## config.mk

```make
export PLATFORM = sky130hd
export DESIGN_NAME = sram_seq_ctrl
export DESIGN_NICKNAME = d
export VERILOG_FILES = /design/src/rtl/sram_seq_pkg.sv /design/src/rtl/sram_seq_timer.sv /design/src/rtl/sram_seq_fsm.sv /design/src/rtl/sram_seq_datapath.sv /design/src/rtl/sram_seq_ctrl.sv
export SDC_FILE = /design/constraint.sdc
export NUM_CORES = 1
export LEC_CHECK = 0
export BUFFER_PORTS_ARGS = -buffer_cell sky130_fd_sc_hd__buf_4
export CORE_MARGIN = 2
export CORE_UTILIZATION = 30
export DETAILED_ROUTE_END_ITERATION = 8
export HOLD_SLACK_MARGIN = 0.08
export SYNTH_ARGS = -nofsm -noshare
export SYNTH_HDL_FRONTEND = slang
export SYNTH_SLANG_ARGS = --single-unit
```

## constraint.sdc

```tcl
create_clock -name clk -period 2.5 [get_ports clk]
set_input_delay 0.125 -clock clk [delete_from_list [all_inputs] [get_ports clk]]
set_output_delay 0.125 -clock clk [all_outputs]
set_load 0.03 [all_outputs]
```

## src/rtl/sram_seq_pkg.sv

```systemverilog
package sram_seq_pkg;

   typedef enum logic [2:0] {
      S_IDLE,
      S_RD_SETUP,
      S_RD_WAIT,
      S_RD_DONE,
      S_WR_TURN,
      S_WR_PULSE,
      S_WR_END
   } seq_state_e;

   typedef struct packed {
      logic en_lo_n;
      logic en_hi;
      logic wr_n;
      logic oe_n;
      logic drive;
      logic resp;
   } strobe_t;

   // ceiling of t_ns / clk_ns, never below one cycle
   function automatic int ns_to_cyc(input int t_ns, input int clk_ns);
      int c;
      c = (t_ns + clk_ns - 1) / clk_ns;
      if (c < 1) c = 1;
      return c;
   endfunction

   function automatic int imax(input int a, input int b);
      return (a > b) ? a : b;
   endfunction

   // pin levels for every sequencer state
   function automatic strobe_t strobe_of(input seq_state_e s);
      strobe_t o;
      o.en_lo_n = 1'b1;
      o.en_hi   = 1'b0;
      o.wr_n    = 1'b1;
      o.oe_n    = 1'b1;
      o.drive   = 1'b0;
      o.resp    = 1'b0;
      case (s)
         S_RD_SETUP: begin
            o.en_lo_n = 1'b0;
            o.en_hi   = 1'b1;
         end
         S_RD_WAIT: begin
            o.en_lo_n = 1'b0;
            o.en_hi   = 1'b1;
            o.oe_n    = 1'b0;
         end
         S_RD_DONE: begin
            o.resp    = 1'b1;
         end
         S_WR_TURN: begin
            o.en_lo_n = 1'b0;
            o.en_hi   = 1'b1;
         end
         S_WR_PULSE: begin
            o.en_lo_n = 1'b0;
            o.en_hi   = 1'b1;
            o.wr_n    = 1'b0;
            o.drive   = 1'b1;
         end
         S_WR_END: begin
            o.en_lo_n = 1'b0;
            o.en_hi   = 1'b1;
            o.drive   = 1'b1;
         end
         default: ;
      endcase
      return o;
   endfunction

endpackage

```

## src/rtl/sram_seq_timer.sv

```systemverilog
module sram_seq_timer #(
   parameter int CNT_W = 5
) (
   input  logic             clk,
   input  logic             rst,
   input  logic             load,
   input  logic [CNT_W-1:0] load_val,
   output logic             expired
);

   logic [CNT_W-1:0] cnt_q;

   always_ff @(posedge clk) begin
      if (rst)                cnt_q <= '0;
      else if (load)          cnt_q <= load_val;
      else if (cnt_q != '0)   cnt_q <= cnt_q - 1'b1;
   end

   assign expired = (cnt_q == '0);

   // a new window may only start once the running one is used up
   AST_LOAD_AFTER_EXPIRY: assert property (@(posedge clk) disable iff (rst)
      load |-> expired);

endmodule

```

## src/rtl/sram_seq_fsm.sv

```systemverilog
module sram_seq_fsm
   import sram_seq_pkg::*;
#(
   parameter int CNT_W  = 5,
   parameter int D_RDW  = 24,
   parameter int D_TURN = 5,
   parameter int D_WPL  = 19,
   parameter int D_END  = 1
) (
   input  logic             clk,
   input  logic             rst,
   input  logic             req_fire,
   input  logic             req_write,
   input  logic             tmr_expired,
   output logic             tmr_load,
   output logic [CNT_W-1:0] tmr_val,
   output seq_state_e       state_q,
   output seq_state_e       state_d
);

   localparam logic [CNT_W-1:0] L_RDW  = CNT_W'(D_RDW - 1);
   localparam logic [CNT_W-1:0] L_TURN = CNT_W'(D_TURN - 1);
   localparam logic [CNT_W-1:0] L_WPL  = CNT_W'(D_WPL - 1);
   localparam logic [CNT_W-1:0] L_END  = CNT_W'(D_END - 1);

   always_comb begin
      state_d  = state_q;
      tmr_load = 1'b0;
      tmr_val  = '0;
      case (state_q)
         S_IDLE: begin
            if (req_fire) begin
               tmr_load = 1'b1;
               if (req_write) begin
                  state_d = S_WR_TURN;
                  tmr_val = L_TURN;
               end else begin
                  state_d = S_RD_SETUP;
                  tmr_val = '0;
               end
            end
         end
         S_RD_SETUP: if (tmr_expired) begin
            state_d  = S_RD_WAIT;
            tmr_load = 1'b1;
            tmr_val  = L_RDW;
         end
         S_RD_WAIT: if (tmr_expired) begin
            state_d  = S_RD_DONE;
            tmr_load = 1'b1;
            tmr_val  = '0;
         end
         S_RD_DONE: if (tmr_expired) state_d = S_IDLE;
         S_WR_TURN: if (tmr_expired) begin
            state_d  = S_WR_PULSE;
            tmr_load = 1'b1;
            tmr_val  = L_WPL;
         end
         S_WR_PULSE: if (tmr_expired) begin
            state_d  = S_WR_END;
            tmr_load = 1'b1;
            tmr_val  = L_END;
         end
         S_WR_END: if (tmr_expired) state_d = S_IDLE;
         default: state_d = S_IDLE;
      endcase
   end

   always_ff @(posedge clk) begin
      if (rst) state_q <= S_IDLE;
      else     state_q <= state_d;
   end

   AST_FIRE_ONLY_IDLE: assert property (@(posedge clk) disable iff (rst)
      (state_q != S_IDLE) |=> (state_q != S_RD_SETUP || $past(state_q) == S_IDLE || $past(state_q) == S_RD_SETUP));

endmodule

```

## src/rtl/sram_seq_datapath.sv

```systemverilog
module sram_seq_datapath
   import sram_seq_pkg::*;
#(
   parameter int ADDR_W  = 13,
   parameter int DATA_W  = 8,
   parameter bit OUT_REG = 1'b1
) (
   input  logic              clk,
   input  logic              rst,
   input  logic              req_fire,
   input  logic [ADDR_W-1:0] req_addr,
   input  logic [DATA_W-1:0] req_wdata,
   input  seq_state_e        state_q,
   input  seq_state_e        state_d,
   input  logic [DATA_W-1:0] dq_in,
   output logic [ADDR_W-1:0] mem_addr,
   output logic [DATA_W-1:0] dq_out,
   output logic [DATA_W-1:0] rd_data,
   output strobe_t           pins
);

   logic [ADDR_W-1:0] addr_q;
   logic [DATA_W-1:0] wdata_q;
   logic [DATA_W-1:0] rdata_q;
   logic              capture;

   always_ff @(posedge clk) begin
      if (rst) begin
         addr_q  <= '0;
         wdata_q <= '0;
      end else if (req_fire) begin
         addr_q  <= req_addr;
         wdata_q <= req_wdata;
      end
   end

   // bus is sampled on the edge that closes the read window
   assign capture = (state_q == S_RD_WAIT) && (state_d == S_RD_DONE);

   always_ff @(posedge clk) begin
      if (rst)          rdata_q <= '0;
      else if (capture) rdata_q <= dq_in;
   end

   generate
      if (OUT_REG) begin : g_reg_pins
         strobe_t pins_q;
         always_ff @(posedge clk) begin
            if (rst) pins_q <= strobe_of(S_IDLE);
            else     pins_q <= strobe_of(state_d);
         end
         assign pins = pins_q;
      end else begin : g_comb_pins
         assign pins = strobe_of(state_q);
      end
   endgenerate

   assign mem_addr = addr_q;
   assign dq_out   = wdata_q;
   assign rd_data  = rdata_q;

endmodule

```

## src/rtl/sram_seq_ctrl.sv

```systemverilog
module sram_seq_ctrl
   import sram_seq_pkg::*;
#(
   parameter int ADDR_W   = 13,
   parameter int DATA_W   = 8,
   parameter int CLK_NS   = 8,
   parameter int T_RC_NS  = 200,
   parameter int T_WC_NS  = 200,
   parameter int T_AA_NS  = 200,
   parameter int T_OE_NS  = 150,
   parameter int T_WP_NS  = 150,
   parameter int T_DW_NS  = 100,
   parameter int T_AW_NS  = 180,
   parameter int T_OHZ_NS = 40,
   parameter bit OUT_REG  = 1'b1
) (
   input  logic              clk,
   input  logic              rst,
   input  logic              req_valid,
   output logic              req_ready,
   input  logic              req_write,
   input  logic [ADDR_W-1:0] req_addr,
   input  logic [DATA_W-1:0] req_wdata,
   output logic              rsp_valid,
   output logic [DATA_W-1:0] rsp_rdata,
   output logic [ADDR_W-1:0] sram_addr,
   output logic              sram_en_lo_n,
   output logic              sram_en_hi,
   output logic              sram_wr_n,
   output logic              sram_out_en_n,
   output logic [DATA_W-1:0] sram_dq_out,
   output logic              sram_dq_drive,
   input  logic [DATA_W-1:0] sram_dq_in
);

   // analog minima as cycle counts
   localparam int N_RC  = ns_to_cyc(T_RC_NS,  CLK_NS);
   localparam int N_WC  = ns_to_cyc(T_WC_NS,  CLK_NS);
   localparam int N_AA  = ns_to_cyc(T_AA_NS,  CLK_NS);
   localparam int N_OE  = ns_to_cyc(T_OE_NS,  CLK_NS);
   localparam int N_WP  = ns_to_cyc(T_WP_NS,  CLK_NS);
   localparam int N_DW  = ns_to_cyc(T_DW_NS,  CLK_NS);
   localparam int N_AW  = ns_to_cyc(T_AW_NS,  CLK_NS);
   localparam int N_OHZ = ns_to_cyc(T_OHZ_NS, CLK_NS);

   // state durations in cycles
   localparam int D_TURN = N_OHZ;
   localparam int D_RDW  = imax(imax(N_AA - 1, N_OE), imax(N_RC - 1, 1));
   localparam int D_WPL  = imax(imax(N_WP, N_DW), N_AW - D_TURN);
   localparam int D_END  = imax(1, N_WC - D_TURN - D_WPL);
   localparam int D_MAX  = imax(imax(D_RDW, D_TURN), imax(D_WPL, D_END));
   localparam int CNT_W  = $clog2(D_MAX + 1);

   generate
      if (CLK_NS < 1) begin : g_bad_clk
         initial $fatal(1, "CLK_NS must be at least 1");
      end
      if (ADDR_W < 1 || DATA_W < 1) begin : g_bad_width
         initial $fatal(1, "ADDR_W and DATA_W must be at least 1");
      end
   endgenerate

   seq_state_e       state_q, state_d;
   logic             tmr_load, tmr_expired;
   logic [CNT_W-1:0] tmr_val;
   logic             req_fire;
   strobe_t          pins;

   assign req_ready = (state_q == S_IDLE);
   assign req_fire  = req_valid && req_ready;

   sram_seq_timer #(.CNT_W(CNT_W)) u_timer (
      .clk      (clk),
      .rst      (rst),
      .load     (tmr_load),
      .load_val (tmr_val),
      .expired  (tmr_expired)
   );

   sram_seq_fsm #(
      .CNT_W  (CNT_W),
      .D_RDW  (D_RDW),
      .D_TURN (D_TURN),
      .D_WPL  (D_WPL),
      .D_END  (D_END)
   ) u_fsm (
      .clk         (clk),
      .rst         (rst),
      .req_fire    (req_fire),
      .req_write   (req_write),
      .tmr_expired (tmr_expired),
      .tmr_load    (tmr_load),
      .tmr_val     (tmr_val),
      .state_q     (state_q),
      .state_d     (state_d)
   );

   sram_seq_datapath #(
      .ADDR_W  (ADDR_W),
      .DATA_W  (DATA_W),
      .OUT_REG (OUT_REG)
   ) u_dp (
      .clk       (clk),
      .rst       (rst),
      .req_fire  (req_fire),
      .req_addr  (req_addr),
      .req_wdata (req_wdata),
      .state_q   (state_q),
      .state_d   (state_d),
      .dq_in     (sram_dq_in),
      .mem_addr  (sram_addr),
      .dq_out    (sram_dq_out),
      .rd_data   (rsp_rdata),
      .pins      (pins)
   );

   assign sram_en_lo_n  = pins.en_lo_n;
   assign sram_en_hi    = pins.en_hi;
   assign sram_wr_n     = pins.wr_n;
   assign sram_out_en_n = pins.oe_n;
   assign sram_dq_drive = pins.drive;
   assign rsp_valid     = pins.resp;

   // ---------------- window counters for the checks below ----------------
   localparam int OHZ_W = $clog2(N_OHZ + 1);
   localparam int WL_W  = $clog2(N_WP + 1);
   localparam int AW_W  = $clog2(N_AW + 1);

   logic [OHZ_W-1:0] oe_hi_cnt;
   logic [WL_W-1:0]  wr_lo_cnt;
   logic [AW_W-1:0]  sel_cnt;

   always_ff @(posedge clk) begin
      if (rst)                                 oe_hi_cnt <= OHZ_W'(N_OHZ);
      else if (!sram_out_en_n)                 oe_hi_cnt <= '0;
      else if (oe_hi_cnt < OHZ_W'(N_OHZ))      oe_hi_cnt <= oe_hi_cnt + 1'b1;
   end

   always_ff @(posedge clk) begin
      if (rst)                                 wr_lo_cnt <= '0;
      else if (sram_wr_n)                      wr_lo_cnt <= '0;
      else if (wr_lo_cnt < WL_W'(N_WP))        wr_lo_cnt <= wr_lo_cnt + 1'b1;
   end

   always_ff @(posedge clk) begin
      if (rst)                                 sel_cnt <= '0;
      else if (sram_en_lo_n || !sram_en_hi)    sel_cnt <= '0;
      else if (sel_cnt < AW_W'(N_AW))          sel_cnt <= sel_cnt + 1'b1;
   end

   AST_IDLE_PINS: assert property (@(posedge clk) disable iff (rst)
      req_ready |-> (sram_en_lo_n && !sram_en_hi && sram_wr_n && sram_out_en_n && !sram_dq_drive));
   AST_RSP_ONE_CYCLE: assert property (@(posedge clk) disable iff (rst)
      rsp_valid |=> !rsp_valid);
   AST_WR_NEEDS_SEL: assert property (@(posedge clk) disable iff (rst)
      !sram_wr_n |-> (!sram_en_lo_n && sram_en_hi));
   AST_WR_WIDTH: assert property (@(posedge clk) disable iff (rst)
      $rose(sram_wr_n) |-> (wr_lo_cnt >= WL_W'(N_WP)));
   AST_WR_HOLD: assert property (@(posedge clk) disable iff (rst)
      $rose(sram_wr_n) |-> (sram_dq_drive && $stable(sram_dq_out)));
   AST_AW_WINDOW: assert property (@(posedge clk) disable iff (rst)
      $rose(sram_wr_n) |-> (sel_cnt >= AW_W'(N_AW)));
   AST_BUS_QUIET: assert property (@(posedge clk) disable iff (rst)
      sram_dq_drive |-> (sram_out_en_n && oe_hi_cnt >= OHZ_W'(N_OHZ)));
   AST_ADDR_HELD: assert property (@(posedge clk) disable iff (rst)
      (!sram_en_lo_n && $past(!sram_en_lo_n)) |-> $stable(sram_addr));
   AST_NO_OE_IN_WRITE: assert property (@(posedge clk) disable iff (rst)
      !sram_wr_n |-> sram_out_en_n);

endmodule

```

==> Word-level counts from Yosys, hierarchy flattened <==
Cells that the tools add are included.
{ "op_classes": {"n_reduce_logical": 10, "n_mux": 23, "eq_ne": 12, "n_addsub": 1} }
{ "ops": {"columns": ["op", "count"], "rows": [
  ["5-bit two-way mux", 5],
  ["3-bit two-way mux", 8],
  ["3-bit equality test (second input constant)", 6],
  ["3-bit one-hot mux with 6 select lines", 1],
  ["5-bit one-hot mux with 3 select lines", 1],
  ["3-bit by 2-bit equality test with 1-bit output (second input constant)", 4],
  ["3-bit by 1-bit equality test with 1-bit output (second input constant)", 2],
  ["1-bit two-way mux", 6],
  ["5-bit zero test", 1],
  ["5-bit nonzero test", 1],
  ["5-bit OR reduction", 1],
  ["5-bit by 1-bit subtractor with 5-bit output (second input constant)", 1],
  ["2-bit OR reduction", 2],
  ["4-bit OR reduction", 1],
  ["3-bit zero test", 1],
  ["1-bit logical AND", 2],
  ["2-bit two-way mux", 1],
  ["1-bit one-hot mux with 2 select lines", 1],
  ["2-bit nonzero test", 1]
]} }
{ "totals": {"regBits": 43, "input_bits": 33} }

==> Logic depth before layout (Yosys ltp) <==
{ "depth": {"ltp_word": 7, "depth_mapped": 8, "ltp_nobuf": 6} }

==> Cells and area by module <==
A second synthesis with hierarchy kept.
{ "hier_totals": {"hier_cells": 191, "area_unflattened_um2": 1895.6} }
{ "modules_own_cells": {"columns": ["mod", "area_each_um2", "cells_per_inst", "instances"], "rows": [
  ["sram_seq_datapath", 1295.0, 119, 1],
  ["sram_seq_fsm", 292.8, 38, 1],
  ["sram_seq_timer", 287.8, 32, 1],
  ["sram_seq_ctrl", 20.0, 2, 1]
]} }

==> Worst setup path after synthesis <==
OpenSTA, ideal clock, no wires.
{ "synth_timing": {"kind": "register to register", "start": "reg u_timer.cnt_q[0]", "end": "reg u_dp.rdata_q[0], in the netlist u_dp.rd_data[0]", "t_arrival_ns": 1.806, "synth_period_minus_slack_ns": 1.933, "stages_incl_launch_ff": 9, "setup_time_ns": 0.128, "t_required_ns": 2.372, "slack_ns": 0.567, "cell_sequence": "dfxtp_1 inv_1 ha_1 or4b_1 buf_2 or3_1 buf_6 mux2i_1 nor2_1"} }
{ "synth_via": {"elab_chain_cells": 5, "elab_cells_between_ends": 9, "cone_classes": "eq/ne (1); mux (6); reduce/logical (2)"} }
{ "synth_rtl": {"columns": ["item", "line", "source"], "rows": [
  ["start: declaration", "sram_seq_timer.sv:11", "logic [CNT_W-1:0] cnt_q;"],
  ["start signal: assignment", "sram_seq_timer.sv:15", "else if (load) cnt_q <= load_val;"],
  ["start signal: assignment", "sram_seq_timer.sv:16", "else if (cnt_q != '0) cnt_q <= cnt_q - 1'b1;"],
  ["5-bit zero test *", "sram_seq_timer.sv:19", "assign expired = (cnt_q == '0);"],
  ["3-bit two-way mux (on tied branches)", null, null],
  ["3-bit one-hot mux with 6 select lines *", "sram_seq_fsm.sv:30", "case (state_q)"],
  ["3-bit by 2-bit equality test with 1-bit output *", "sram_seq_datapath.sv:38", "assign capture = (state_q == S_RD_WAIT) && (state_d == S_RD_DONE);"],
  ["1-bit logical AND *", "sram_seq_datapath.sv:38", null],
  ["end signal: assignment", "sram_seq_datapath.sv:42", "else if (capture) rdata_q <= dq_in;"],
  ["end: declaration", "sram_seq_datapath.sv:24", "logic [DATA_W-1:0] rdata_q;"]
]} }
Mark *: on every way between the ends. The rest lies on a longest branch, timed or not.
A chain may end at the register's enable or synchronous reset.

==> Worst setup path after layout <==
{ "layout_timing": {"start": "reg u_timer.cnt_q[0]", "end": "reg u_dp.rdata_q[1], in the netlist u_dp.rd_data[1]"} }
The elaborated chain is that of the path after synthesis.

==> metrics.txt <==
status finished clean; Starting DRT DRC Count 101; Tot Pwr 2.59 mW; Boundary Pins 69; slew at the pin closest to its max-slew limit 0.530 ns; register bit total from synthesis between 40 and 50; initial core utilization between 30% and 40%; worst reg2reg path endpoint u_dp.rd_data[1]$_SDFFE_PP0P_; CTS sink cnt 43; worst-skew pair later-pin latency 0.29 ns; Placed Area 0.00229 sq mm; Die Area 0.00629 sq mm; VDD IR-drop max slightly above 400 uV; DRC viols 0; Total GRT Usage between 10 and 15%; async set-or-reset flop fraction in the synthesized netlist 0%; Row Count 27; Max transition margin 64.7%; fill cell count approximately 550; global-route wire length before repair ~7100 um; syn_area_per_cell roughly 8.4 sq um; vias in the first global route 1538; clock skew 0.00625 ns; Die Y just under 80 um; crit path buf inv count 1; r2r worst-path depth 6; Post-Synthesis Cells slightly above 200; CTS tree done; area growth from synthesis to layout 55.7%; n_diodes 0; syn_nets 237; Worst setup SP type flop; Final Cycle Share 82.9%; Clock transition at path regs 0.07 ns; hold_buf cts 24; CP top delay family simple AND/OR/NAND/NOR gates; Top FF cell, synth dfxtp_1; TritonCTS Buffers 5; Syn. warnings 0; Final #Nets 329; H-tree Lvls 2; type of the most critical hold path input port to flop; max_cap viols 0; Netlist Area Pre-Place between 0.0015 and 0.002 sq mm; Synth area leader dfxtp_1; Final Cell Area 0.00265 sq mm; hold path start req_addr[9]; Pwr per Cell Area 978 mW/mm^2; number of synthesized flops with an enable pin 0; post-route ant nets 0; endpoints failing hold 0; max incr delay on CP 0.61 ns; Max Transition Viols Final 0; Via density 4.61; type of the worst setup path flop to flop; critical path's slowest cell or3_1; FF/Latch Area approximately 860 sq um; CTS root buf clkbuf_8; post-CTS setup buffer count 0; CP endpoint kind flop; synth top area cells dfxtp_1 51%, nand2_1 10%, a21oi_1 7.7%; largest net degree at the start of global routing 39; first drt pass iteration count 4; die width 79.3 um; r2r startpoint u_timer.cnt_q[0]$_SDFFE_PP0P_; Core ar. 0.00551 sq mm; WL final 4370 um; post-layout min period 2.07 ns; Final HPWL DP ~2700 um; setup TNS 0 ns; crit-path cells inv_1 -> ha_1 -> or4b_1 -> or3_1 -> mux2i_1 -> nor2_1; Worst Path Arrival 2.24 ns; CP Launch Point u_timer.cnt_q[0]$_SDFFE_PP0P_; antenna violations before repair 0; crit-path max FO 10; final hold slack just under 0.09 ns; sequential area share after synthesis between 50% and 60%; hold path cells 3; Yosys cell types 35; Port Buf Inserts 68; RSZ-0062 raised after global routing false; final setup vio count 0; LEAKAGE 1.20 nW; area occupied by multi-input gates 766 sq um; cts repair resizes 0; Reg2Reg Setup Slack 0.43 ns; critical path depth 6; DR WL/cell 11.9 um; Worst Path Required 2.66 ns; CTS Buffer Depth 2; Synth top area share 50.6%; Vias 1688; RePlAce Congestion approximately 0.71; Hold Path End u_dp.mem_addr[9]$_SDFFE_PP0N_; f_max 483 MHz; total gr overflow 0; share of cells above drive strength 1 28.2%
==> synth_stat cells, types with 2 or more instances <==
cell       n
clkbuf_1  12
nor2b_1    2
mux2i_1    9
a21oi_1   26
nor2_1    14
or3_1      2
nand2_1   47
nor4b_1    2
nand3_1    5
inv_1      4
nor4_1     3
ha_1       2
a211oi_1   3
o21ai_0    2
xor2_1     2
nor3_1     6
dfxtp_1   43
==> sequential cells by signal (all words and copies together) (netlist names) <==
name,cells
u_dp.rd_data,8
u_timer.cnt_q,5
u_dp.mem_addr,13
u_dp.dq_out,8
u_dp.pins,6
u_fsm.state_q,3
==> cells in the final DEF, fill, tap and decap left out, types with 2 or more instances in the layout <==
master / synthesis / final
dfxtp_1: 43 / 43
a21oi_1: 26 / 26
ha_1: 2 / 2
xor2_1: 2 / 2
buf_4: 0 / 75
inv_1: 4 / 4
nand2_1: 47 / 47
nand3_1: 5 / 5
nor2_1: 14 / 14
nor2b_1: 2 / 2
nor4_1: 3 / 3
a211oi_1: 3 / 3
nor3_1: 6 / 6
clkbuf_8: 0 / 5
dlygate4sd3_1: 0 / 25
mux2i_1: 9 / 9
or3_1: 2 / 2
o21ai_0: 2 / 2
==> per-stage QoR <==
step                util [%]  instances  setup slack [ns]
CTS                     47.9        365             0.409
finish                  48.1        366             0.428
floorplan                  -        202             0.567
global placement        41.7        334             0.476
detailed placement      41.7        334             0.424
global route            48.1        366             0.271
==> worst min-delay path, cell delays in order <==
cell	delay (ns)
buf_4	0.11
nand2_1	0.05
a21oi_1	0.05
==> layout make-up <==
cell class	count	share of cell area, %
Clock buffer	6	2.74
Clock inverter	1	1.13
Inverter	4	0.567
Multi-Input combinational cell	140	28.9
Sequential cell	43	32.5
Tap cell	72	3.40
Timing Repair Buffer	100	30.7
==> cells by family (layout without fill, tap and decap cells) <==
| group | count (synthesis) | after routing | synth area share (%) |
|---|---|---|---|
| AOI/OAI and AO/OA | 40 | 40 | 13.8 |
| xor gates and xnor gates | 3 | 3 | 1.55 |
| adders and majority gates | 2 | 2 | 1.47 |
| buffers and inverters | 19 | 111 | 4.71 |
| DFF | 43 | 43 | 50.6 |
| muxes | 9 | 9 | 5.30 |
| and+or+nand+nor | 86 | 86 | 22.6 |
==> how the worst max path moves through the flow <==
| stage | endpoint | slack [ns] |
|---|---|---|
| 2_1_floorplan | u_dp.rd_data[0]$_SDFFE_PP0P_ | 0.57 |
| 3_3_place_gp | u_timer.cnt_q[1]$_SDFFE_PP0P_ | 0.48 |
| 3_5_place_dp | u_timer.cnt_q[1]$_SDFFE_PP0P_ | 0.42 |
| 4_1_cts | u_timer.cnt_q[1]$_SDFFE_PP0P_ | 0.41 |
| 5_1_grt | u_dp.rd_data[1]$_SDFFE_PP0P_ | 0.27 |
| 6_report | u_dp.rd_data[1]$_SDFFE_PP0P_ | 0.43 |
==> layer usage <==
metal	vias to the layer above	routed length (um)	part of all wire, %	track usage, %
li1	864	-	-	-
met1	769	2000	46	18.8
met2	53	2080	48	22.7
met3	2	275	6.3	4.77
met4	0	15	0.34	3.97
met5	-	0	0	0
==> where the power goes <==
| part | internal [mW] | total [mW] | leakage, nW | switching [mW] |
|---|---|---|---|---|
| registers | 0.824 | 0.908 | 0.352 | 0.0845 |
| clock network | 0.293 | 0.510 | 0.0513 | 0.218 |
| logic | 0.477 | 1.17 | 0.795 | 0.693 |
| total | 1.59 | 2.59 | 1.20 | 0.995 |
No activity file was read; power rests on OpenSTA's default activity.
